`config.mk`:
```
export PLATFORM = sky130hd
export DESIGN_NAME = abs_band_cal
export DESIGN_NICKNAME = d
export VERILOG_FILES = /design/src/rtl/abs_pkg.sv /design/src/rtl/abs_meas.sv /design/src/rtl/abs_best.sv /design/src/rtl/abs_band_cal.sv
export SDC_FILE = /design/constraint.sdc
export NUM_CORES = 1
export LEC_CHECK = 0
export ABC_AREA = 1
export CAP_MARGIN = 20
export CORE_MARGIN = 8
export CORE_UTILIZATION = 45
export DETAILED_ROUTE_END_ITERATION = 6
export DONT_BUFFER_PORTS = 1
export PLACE_DENSITY = 0.58
export SLEW_MARGIN = 15
export SYNTH_ARGS = -nofsm -noshare
export SYNTH_HDL_FRONTEND = slang
export SYNTH_SLANG_ARGS = --single-unit
```
`constraint.sdc`:
```
create_clock -name clk -period 14.5 [get_ports clk]
set_input_delay 2.9 -clock clk [delete_from_list [all_inputs] [get_ports clk]]
set_output_delay 2.9 -clock clk [all_outputs]
set_load 0.02 [all_outputs]
```
`src/rtl/abs_pkg.sv`:
```
package abs_pkg;

    localparam int CNT_W     = 16;
    localparam int BAND_W    = 4;
    localparam int NUM_BANDS = 1 << BAND_W;

    typedef logic [CNT_W-1:0]  cnt_t;
    typedef logic [BAND_W-1:0] band_t;

    typedef enum logic [1:0] {
        PH_IDLE   = 2'd0,
        PH_SETTLE = 2'd1,
        PH_COUNT  = 2'd2
    } phase_e;

    localparam band_t LAST_BAND = band_t'(NUM_BANDS - 1);

    function automatic cnt_t abs_diff(input cnt_t a, input cnt_t b);
        return (a >= b) ? (a - b) : (b - a);
    endfunction

endpackage

```
`src/rtl/abs_meas.sv`:
```
module abs_meas
    import abs_pkg::*;
#(
    parameter int WIN   = 1024,
    parameter int SET_W = 8
) (
    input  logic             clk,
    input  logic             rst,
    input  logic             go,
    input  logic [SET_W-1:0] settle_len,
    input  logic             fb_pulse,
    output logic             last,
    output cnt_t             count
);
    localparam int WIN_W = $clog2(WIN) + 1;
    localparam int TW    = (SET_W > WIN_W) ? SET_W : WIN_W;

    phase_e        phase;
    logic [TW-1:0] tcnt;
    cnt_t          ecnt;

    assign last  = (phase == PH_COUNT) && (tcnt == TW'(WIN - 1));
    assign count = ecnt + cnt_t'(fb_pulse);

    always_ff @(posedge clk) begin
        if (rst) begin
            phase <= PH_IDLE;
            tcnt  <= '0;
            ecnt  <= '0;
        end else if (go) begin
            phase <= PH_SETTLE;
            tcnt  <= '0;
            ecnt  <= '0;
        end else begin
            case (phase)
                PH_SETTLE: begin
                    if (tcnt == TW'(settle_len)) begin
                        phase <= PH_COUNT;
                        tcnt  <= '0;
                        ecnt  <= '0;
                    end else begin
                        tcnt <= tcnt + 1'b1;
                    end
                end
                PH_COUNT: begin
                    ecnt <= count;
                    if (last) phase <= PH_IDLE;
                    else      tcnt  <= tcnt + 1'b1;
                end
                default: ;
            endcase
        end
    end

    // at most one pulse counted per window cycle
    a_r3_count_bounded: assert property (@(posedge clk) disable iff (rst)
        (phase == PH_COUNT) |-> (ecnt <= cnt_t'(tcnt)));

    // the settling phase never adds to the count
    a_r3_settle_no_count: assert property (@(posedge clk) disable iff (rst)
        (phase == PH_SETTLE) && !go && (tcnt != TW'(settle_len)) |=> (ecnt == '0));

endmodule

```
`src/rtl/abs_best.sv`:
```
module abs_best
    import abs_pkg::*;
(
    input  logic  clk,
    input  logic  rst,
    input  logic  init,
    input  logic  upd,
    input  band_t cand_band,
    input  cnt_t  cand_err,
    output band_t sel_band
);
    cnt_t  best_err;
    band_t best_band;
    logic  better;

    // strict compare: an equal error keeps the earlier, lower band
    assign better   = cand_err < best_err;
    assign sel_band = (upd && better) ? cand_band : best_band;

    always_ff @(posedge clk) begin
        if (rst || init) begin
            best_err  <= '1;
            best_band <= '0;
        end else if (upd && better) begin
            best_err  <= cand_err;
            best_band <= cand_band;
        end
    end

    // the kept error never grows within a calibration
    a_r4_best_monotone: assert property (@(posedge clk) disable iff (rst)
        !init |=> (best_err <= $past(best_err)));

    // an equal error never displaces the kept band
    a_r5_tie_keeps: assert property (@(posedge clk) disable iff (rst)
        !init && upd && (cand_err == best_err) |=> $stable(best_band));

endmodule

```
`src/rtl/abs_band_cal.sv`:
```
module abs_band_cal
    import abs_pkg::*;
#(
    parameter int PRESC = 256,
    parameter int WIN   = 1024,
    parameter int N_W   = 8,
    parameter int SET_W = 8
) (
    input  logic             clk,
    input  logic             rst,
    input  logic             start,
    input  logic [N_W-1:0]   div_ratio,
    input  logic [SET_W-1:0] settle_len,
    input  logic             fb_pulse,
    output logic [3:0]       band_code,
    output logic             vt_clamp,
    output logic             cal_done
);
    // WIN must be a multiple of PRESC and below 2**CNT_W
    localparam int WPP = WIN / PRESC;

    logic           busy;
    band_t          band_r;
    logic [N_W-1:0] n_lat;
    logic           clamp_r;
    logic           done_r;

    logic  begin_cal;
    logic  meas_last;
    cnt_t  meas_cnt;
    cnt_t  target;
    cnt_t  err;
    band_t sel_band;
    logic  go;

    assign begin_cal = !busy && start;
    assign go        = begin_cal || (busy && meas_last && (band_r != LAST_BAND));
    assign target    = cnt_t'(n_lat) * cnt_t'(WPP);
    assign err       = abs_diff(meas_cnt, target);

    abs_meas #(.WIN(WIN), .SET_W(SET_W)) u_meas (
        .clk        (clk),
        .rst        (rst),
        .go         (go),
        .settle_len (settle_len),
        .fb_pulse   (fb_pulse),
        .last       (meas_last),
        .count      (meas_cnt)
    );

    abs_best u_best (
        .clk       (clk),
        .rst       (rst),
        .init      (begin_cal),
        .upd       (busy && meas_last),
        .cand_band (band_r),
        .cand_err  (err),
        .sel_band  (sel_band)
    );

    always_ff @(posedge clk) begin
        if (rst) begin
            busy    <= 1'b0;
            band_r  <= '0;
            n_lat   <= '0;
            clamp_r <= 1'b0;
            done_r  <= 1'b0;
        end else begin
            done_r <= 1'b0;
            if (begin_cal) begin
                busy    <= 1'b1;
                band_r  <= '0;
                n_lat   <= div_ratio;
                clamp_r <= 1'b1;
            end else if (busy && meas_last) begin
                if (band_r == LAST_BAND) begin
                    busy    <= 1'b0;
                    clamp_r <= 1'b0;
                    done_r  <= 1'b1;
                    band_r  <= sel_band;
                end else begin
                    band_r <= band_r + 1'b1;
                end
            end
        end
    end

    assign band_code = band_r;
    assign vt_clamp  = clamp_r;
    assign cal_done  = done_r;

    // reset state
    a_r1_reset_state: assert property (@(posedge clk)
        $past(rst) |-> (band_code == 4'd0) && !vt_clamp && !cal_done);

    // clamp held for the whole calibration
    a_r2_clamp_busy: assert property (@(posedge clk) disable iff (rst)
        busy |-> vt_clamp);

    // bands advance one step at a time
    a_r2_band_step: assert property (@(posedge clk) disable iff (rst)
        busy && meas_last && (band_r != LAST_BAND) |=> (band_code == $past(band_code) + 4'd1));

    // done is a single-cycle pulse with the clamp released
    a_r6_done_single: assert property (@(posedge clk) disable iff (rst)
        cal_done |=> !cal_done);
    a_r6_done_release: assert property (@(posedge clk) disable iff (rst)
        cal_done |-> !vt_clamp && !busy);

    // band code held while idle
    a_r7_band_hold: assert property (@(posedge clk) disable iff (rst)
        !busy && !start |=> $stable(band_code));

    // captured ratio fixed during a run
    a_r9_ratio_hold: assert property (@(posedge clk) disable iff (rst)
        busy |=> $stable(n_lat));

endmodule

```
== Word level (Yosys, flattened, before mapping) ==
Index checks and enable logic that the tools add are counted.
Word-level totals
  output and inout port bits: 6
  register bits: 63
  word-level logic and storage cells: 65
Operators by class
  order comparisons: 2
  add/sub/neg operators: 5
  bitwise logic cells: 1
  reduce and logical (&&, ||, !) cells: 20
  muxes and demuxes: 16
  equal/unequal tests: 11
Operators with widths (count)
  $mux 16: 2
  $pmux 16 s2: 1
  $mux 11: 2
  $pmux 11 s2: 1
  $add 16x1->16: 1
  $ge 16x10->1: 1
  $lt 16x16->1: 1
  $sub 10x16->16: 1
  $sub 16x10->16: 1
  $add 11x1->11 const B: 1
  $eq 11x10->1 const B: 1
  $eq 11x8->1: 1
  $mux 4: 2
  $reduce_and 2->1: 3
  $reduce_and 3->1: 2
  $reduce_bool 2->1: 3
  $logic_and 1x1->1: 5
  $mux 1: 5
  $add 4x1->4 const B: 1
  $eq 4x4->1 const B: 1
  $mux 2: 2
  $ne 2x2->1 const B: 2
  $ne 4x4->1 const B: 1
  $pmux 2 s2: 1
  other kinds (11): 13

== Logic depth before layout (Yosys ltp) ==
  word-level depth: 7
  gate-level depth with buffers: 31
  gate-level depth less buffers: 30

== Cells and area by module ==
Synthesis repeated with hierarchy kept, for this count alone.
Unflattened totals
  cell total of the unflattened synthesis: 788
  area total of the unflattened synthesis: 5107.4 µm²
By module, submodules not included
  abs_band_cal: instances 1, cells each 346, area an instance 1991.9 µm²
  abs_meas: instances 1, cells each 269, area an instance 1866.8 µm²
  abs_best: instances 1, cells each 173, area an instance 1248.7 µm²

== Least setup slack after synthesis ==
No wires, ideal clock.
  path type: input to register
  from: input port fb_pulse
  to: register u_best.best_err[15]
  stages on the path: 31
  setup time: 0.115 ns
  arrival time: 6.570 ns
  buffers on the path: 3
  slack: 7.815 ns
  cells stage by stage: ha_1 -> ha_1 -> nand2_2 -> nor2_4 -> xnor2_1 -> inv_1 -> ha_1 -> clkbuf_1 -> nand2_1 -> inv_1 -> nand2_1 -> o21ai_1 -> nor2_1 -> nor2_1 -> nand2_1 -> nand3_1 -> buf_4 -> nand2_1 -> nand2_1 -> inv_1 -> ha_1 -> nand2_1 -> o21ai_0 -> nand3_1 -> a21oi_1 -> nor2_1 -> nand2_2 -> inv_2 -> buf_4 -> nand3_1 -> nand2_1
On the way
  cells in the longest elaborated chain, start to end: 5
  elaborated cells between the ends (all ways): 7
  classes of those cells: 3 x add/sub; 2 x order compare; 1 x mux; 1 x reduce/logical
RTL lines
  from (decl): RTL line abs_band_cal.sv:14  | input logic fb_pulse,
  $add 16x1->16 (*): RTL line abs_meas.sv:23  | assign count = ecnt + cnt_t'(fb_pulse);
  $sub 10x16->16, or another cell as far along: RTL line abs_pkg.sv:19  | return (a >= b) ? (a - b) : (b - a);
  $mux 16 (*): RTL line abs_pkg.sv:19
  net err[11]: RTL line abs_band_cal.sv:32  | cnt_t err;
  $lt 16x16->1 (*): RTL line abs_best.sv:17  | assign better = cand_err < best_err;
  $logic_and 1x1->1 (*): RTL line abs_best.sv:24  | end else if (upd && better) begin
  to (signal assigned): RTL line abs_best.sv:25  | best_err <= cand_err;
  to (decl): RTL line abs_best.sv:12  | cnt_t best_err;
Mark *: on every way through the listed nets, which the timed path passes. The rest lies on a longest branch.
A chain may end at the register's enable or synchronous reset.

== Final worst setup path ==
  from: input port fb_pulse
  to: register u_best.best_err[14]
The elaborated chain is that of the path after synthesis.

==> results by group <==
Critical path
  • Startpoint-to-endpoint class of the critical path: in2reg
  • Crit path required time: 14.76 ns
  • Reg-to-reg setup timing slack: 9.54 ns
  • Most repeated library cell on the critical path: sky130_fd_sc_hd__nand2_1
  • Buffers plus inverters on the worst setup path: 4
  • Category of the worst setup path capture point: register
  • Maximum net fanout on the critical path: 26
  • Worst stage delay on the critical path: 0.39 ns
  • Worst setup SP type: input pin
  • Slowest stage cell on the critical path: sky130_fd_sc_hd__ha_1
  • Data arrival time of the critical path: roughly 7.4 ns
  • Largest delay share family, worst path: simple AND/OR/NAND/NOR gates

Yosys
  • Leading register cell type out of synthesis: sky130_fd_sc_hd__dfxtp_1
  • Synth unique cells: 41
  • Mapped Cells: 704
  • Share of synthesized registers carrying an async set or reset: 0%
  • Synth Warn #: 0
  • Cell area after synthesis: roughly 0.0046 mm²
  • Post-synth top area cell: sky130_fd_sc_hd__dfxtp_1
  • Ranking of synthesized cells by area: sky130_fd_sc_hd__dfxtp_1 (27%), sky130_fd_sc_hd__nand2_1 (15%), sky130_fd_sc_hd__ha_1 (10%), sky130_fd_sc_hd__inv_1 (8.5%), sky130_fd_sc_hd__a21oi_1 (7.2%)
  • Mapped Nets: 763
  • Area share of the largest cell type after synthesis: a little over a quarter
  • Number of synthesized register bits: 63
  • Sequential element share of the synthesized area: between 20 and 30%
  • Number of enable-type register cells in the synthesized netlist: 0
  • Post-synthesis average cell area: ~6.6 µm²

Clock network
  • Buffer cell driving the clock tree root: sky130_fd_sc_hd__clkbuf_8
  • Latest clock arrival within the worst-skew pair: 0.37 ns
  • TritonCTS clock tree: yes
  • CTS Buffer Depth: 2
  • Number of levels the H-tree was split into: 3
  • Quantity of hold-fixing buffers added after cts: 0
  • Number of buffers added by the clock tree synthesis step: 9
  • Gates resized, CTS repair: 0
  • Clk pin slew, worst setup/hold paths: ~0.07 ns
  • Clock sink count: between 60 and 70
  • Post-CTS setup buffer count: 0

STA
  • Clock skew: 0.0104 ns
  • Number of setup violations in the final report: 0
  • Max Clk Rate: 140 MHz
  • Final hold vios: 0
  • Transition at the pin with the smallest max-transition slack: 0.727 ns
  • RSZ-0062 raised after global routing: false
  • Worst slew margin: slightly above 50%
  • Final critical path time including I/O delays and setup: 7.14 ns
  • Period utilization: between 40% and 50%
  • Number of pins exceeding their max-slew limit in the final report: 0
  • Total Neg Setup Slack: 0 ns
  • Final critical-path setup slack: around 7.4 ns

Power
  • Portion of total power attributed to combinational logic: a little over a fifth
  • Power per unit of standard cell area: approximately 93 mW/mm²
  • Net switching power of the design: roughly 150 µW
  • Switching fraction of total power: around a third
  • Sequential share of power: roughly two fifths
  • Final Power: roughly 460 µW
  • Leak Pwr: 0.00237 µW
  • Worst vdd ir: about 0.048 mV
  • Clock network fraction of total power: 39.4%
  • Cell internal power dissipation: slightly above 300 µW

Floorplanning
  • Number of rows in the core area: 37
  • Boundary Pins: 26
  • Height of the die: about 120 µm
  • X dimension of the die: about 120 µm
  • Initial standard-cell utilization of the core: a little under half
  • Floorplan die area: 0.0138 mm²
  • Floorplan Core Area: around 0.01 mm²

Place
  • Total of buffers placed on input and output ports: 0
  • Worst slack, placed: approximately 7.0 ns
  • DP HPWL: 8730 µm
  • Global placement routability congestion: 0.865
  • Cell count after placement: a little over 800

Route
  • Number of search-and-repair iterations in the first detailed-routing pass: 5
  • Post-route ant nets: 0
  • Starting DRC count in detailed routing: about 220
  • Total wire length: roughly 11000 µm
  • Ratio of routed vias to standard cells: 5.08
  • Routed vias: 4296
  • Count of unresolved DRC violations after routing: 0
  • Final routed wire length divided by cell count: roughly 13 µm

GRT
  • Initial antenna violation count: 0
  • Global-route wire length before repair: 18900 µm
  • Largest net degree at the start of global routing: 27
  • Vias in the first global route: 4074
  • Overflow left after global routing: 0
  • Global routing usage summed across all routing layers: between 10% and 20%

Layout
  • Nets: ~760
  • Fraction of layout cells with a size suffix above 1: roughly 7.6%
  • Cell Count, Final, Fillers Out: 845
  • Synthesis-to-finish area growth: 7.29%
  • Post-route core utilization: about half
  • Diodes inserted: 0

Hold path
  • Tightest Hold Check Type: reg2reg

Run
  • Max-capacitance violation count: 0

Run status
  • Run status: completed
layout make-up:
type	instances	area, µm²
fill	1051	5170
multi-input combinational	518	2890
sequential	63	1260
inverter	111	418
tap	136	170
clock buffer	10	138
clock inverter	6	90.1
timing repair buffer	1	7.51
layout by cell type (no fill, tap or decap), types with 2 or more instances in the layout:
cell type,count
sky130_fd_sc_hd__nor3b_1,2
sky130_fd_sc_hd__inv_6,2
sky130_fd_sc_hd__a21boi_0,2
sky130_fd_sc_hd__nand3_1,52
sky130_fd_sc_hd__nor3_1,8
sky130_fd_sc_hd__or2_2,3
sky130_fd_sc_hd__nand2_1,180
sky130_fd_sc_hd__inv_2,4
sky130_fd_sc_hd__nor2_1,45
sky130_fd_sc_hd__o21ai_0,28
sky130_fd_sc_hd__o21bai_1,2
sky130_fd_sc_hd__and2_1,6
sky130_fd_sc_hd__xnor2_1,9
sky130_fd_sc_hd__nand3_2,5
sky130_fd_sc_hd__o21a_1,2
sky130_fd_sc_hd__nor3_2,3
sky130_fd_sc_hd__nor2_4,3
sky130_fd_sc_hd__ha_1,38
sky130_fd_sc_hd__nand4_1,14
sky130_fd_sc_hd__bufinv_16,2
sky130_fd_sc_hd__xor2_1,18
sky130_fd_sc_hd__clkbuf_8,10
sky130_fd_sc_hd__nor2_2,3
sky130_fd_sc_hd__dfxtp_1,63
sky130_fd_sc_hd__a21oi_1,67
sky130_fd_sc_hd__a211oi_1,3
sky130_fd_sc_hd__nand2_2,10
sky130_fd_sc_hd__nor3_4,2
sky130_fd_sc_hd__inv_1,105
sky130_fd_sc_hd__clkinv_2,2
sky130_fd_sc_hd__o21ai_1,5
worst register-to-register path, delay by kind of cell (launching register included):
kind	cells	cell delay, ns
DFF	1	0.33
xor gates and xnor gates	1	0.15
and+or+nand+nor	16	2.22
AOI/OAI and AO/OA	3	0.65
adders and majority gates	4	1.05
buffers and inverters	4	0.45
path summary, 6_finish.rpt:
check                                   start                               end  depth (start not counted)
hold reg to reg   u_meas.ecnt[0]$_SDFFE_PP0P_       u_meas.ecnt[0]$_SDFFE_PP0P_                          2
setup reg to reg  u_meas.ecnt[0]$_SDFFE_PP0P_  u_best.best_err[14]$_SDFFE_PP1P_                         28
setup / recovery                     fb_pulse  u_best.best_err[14]$_SDFFE_PP1P_                         28
hold / removal    u_meas.ecnt[0]$_SDFFE_PP0P_       u_meas.ecnt[0]$_SDFFE_PP0P_                          2
power by group through the flow:
stage          Combinational (µW)  Clock [µW]  Sequential, µW
6_report                      100         181             179
5_1_grt                       116         193             179
4_1_cts                       100         186             179
3_5_place_dp                 99.4           0             183
3_3_place_gp                 99.4           0             183
2_1_floorplan                78.2           0             182
synthesized netlist by cell type (9+ instances only):
library cell,n
sky130_fd_sc_hd__a21oi_1,67
sky130_fd_sc_hd__dfxtp_1,63
sky130_fd_sc_hd__ha_1,38
sky130_fd_sc_hd__inv_1,105
sky130_fd_sc_hd__nand2_1,180
sky130_fd_sc_hd__nand2_2,10
sky130_fd_sc_hd__nand3_1,52
sky130_fd_sc_hd__nand4_1,14
sky130_fd_sc_hd__nor2_1,45
sky130_fd_sc_hd__o21ai_0,28
sky130_fd_sc_hd__xnor2_1,9
sky130_fd_sc_hd__xor2_1,18
sequential cells by signal, indices dropped and copies added, names as in the netlist:
signal and cells:
u_best.best_err 16, u_meas.ecnt 16, u_meas.tcnt 11, n_lat 8, band_code 4, u_best.best_band 4
u_meas.phase 2, cal_done 1, vt_clamp 1
metrics by stage:
stage               cell area, µm²  hold slack [ns]
finish                        4970            0.472
global route                  4970            0.501
CTS                           4970            0.473
detailed placement            4740            0.456
global placement              4740            0.452
floorplan                     4630            0.441
metal layers:
layer	vias to the layer above	GRT usage (%)	wire length (µm)
li1	2260	-	-
met1	1947	21.1	5690
met2	75	26.3	4840
met3	14	3.79	456
met4	0	5.92	136
met5	-	0	0
logic make-up (layout without fill, tap and decap cells):
family / Yosys count / in the layout / synth area share (%)
compound gates: 114 / 114 / 13.1
xor+xnor: 27 / 27 / 5.11
simple gates: 338 / 338 / 33.4
flops: 63 / 63 / 27.2
buf+inv: 123 / 128 / 10.5
fa+ha+maj: 39 / 39 / 10.7
No activity file was read; power rests on OpenSTA's default activity.
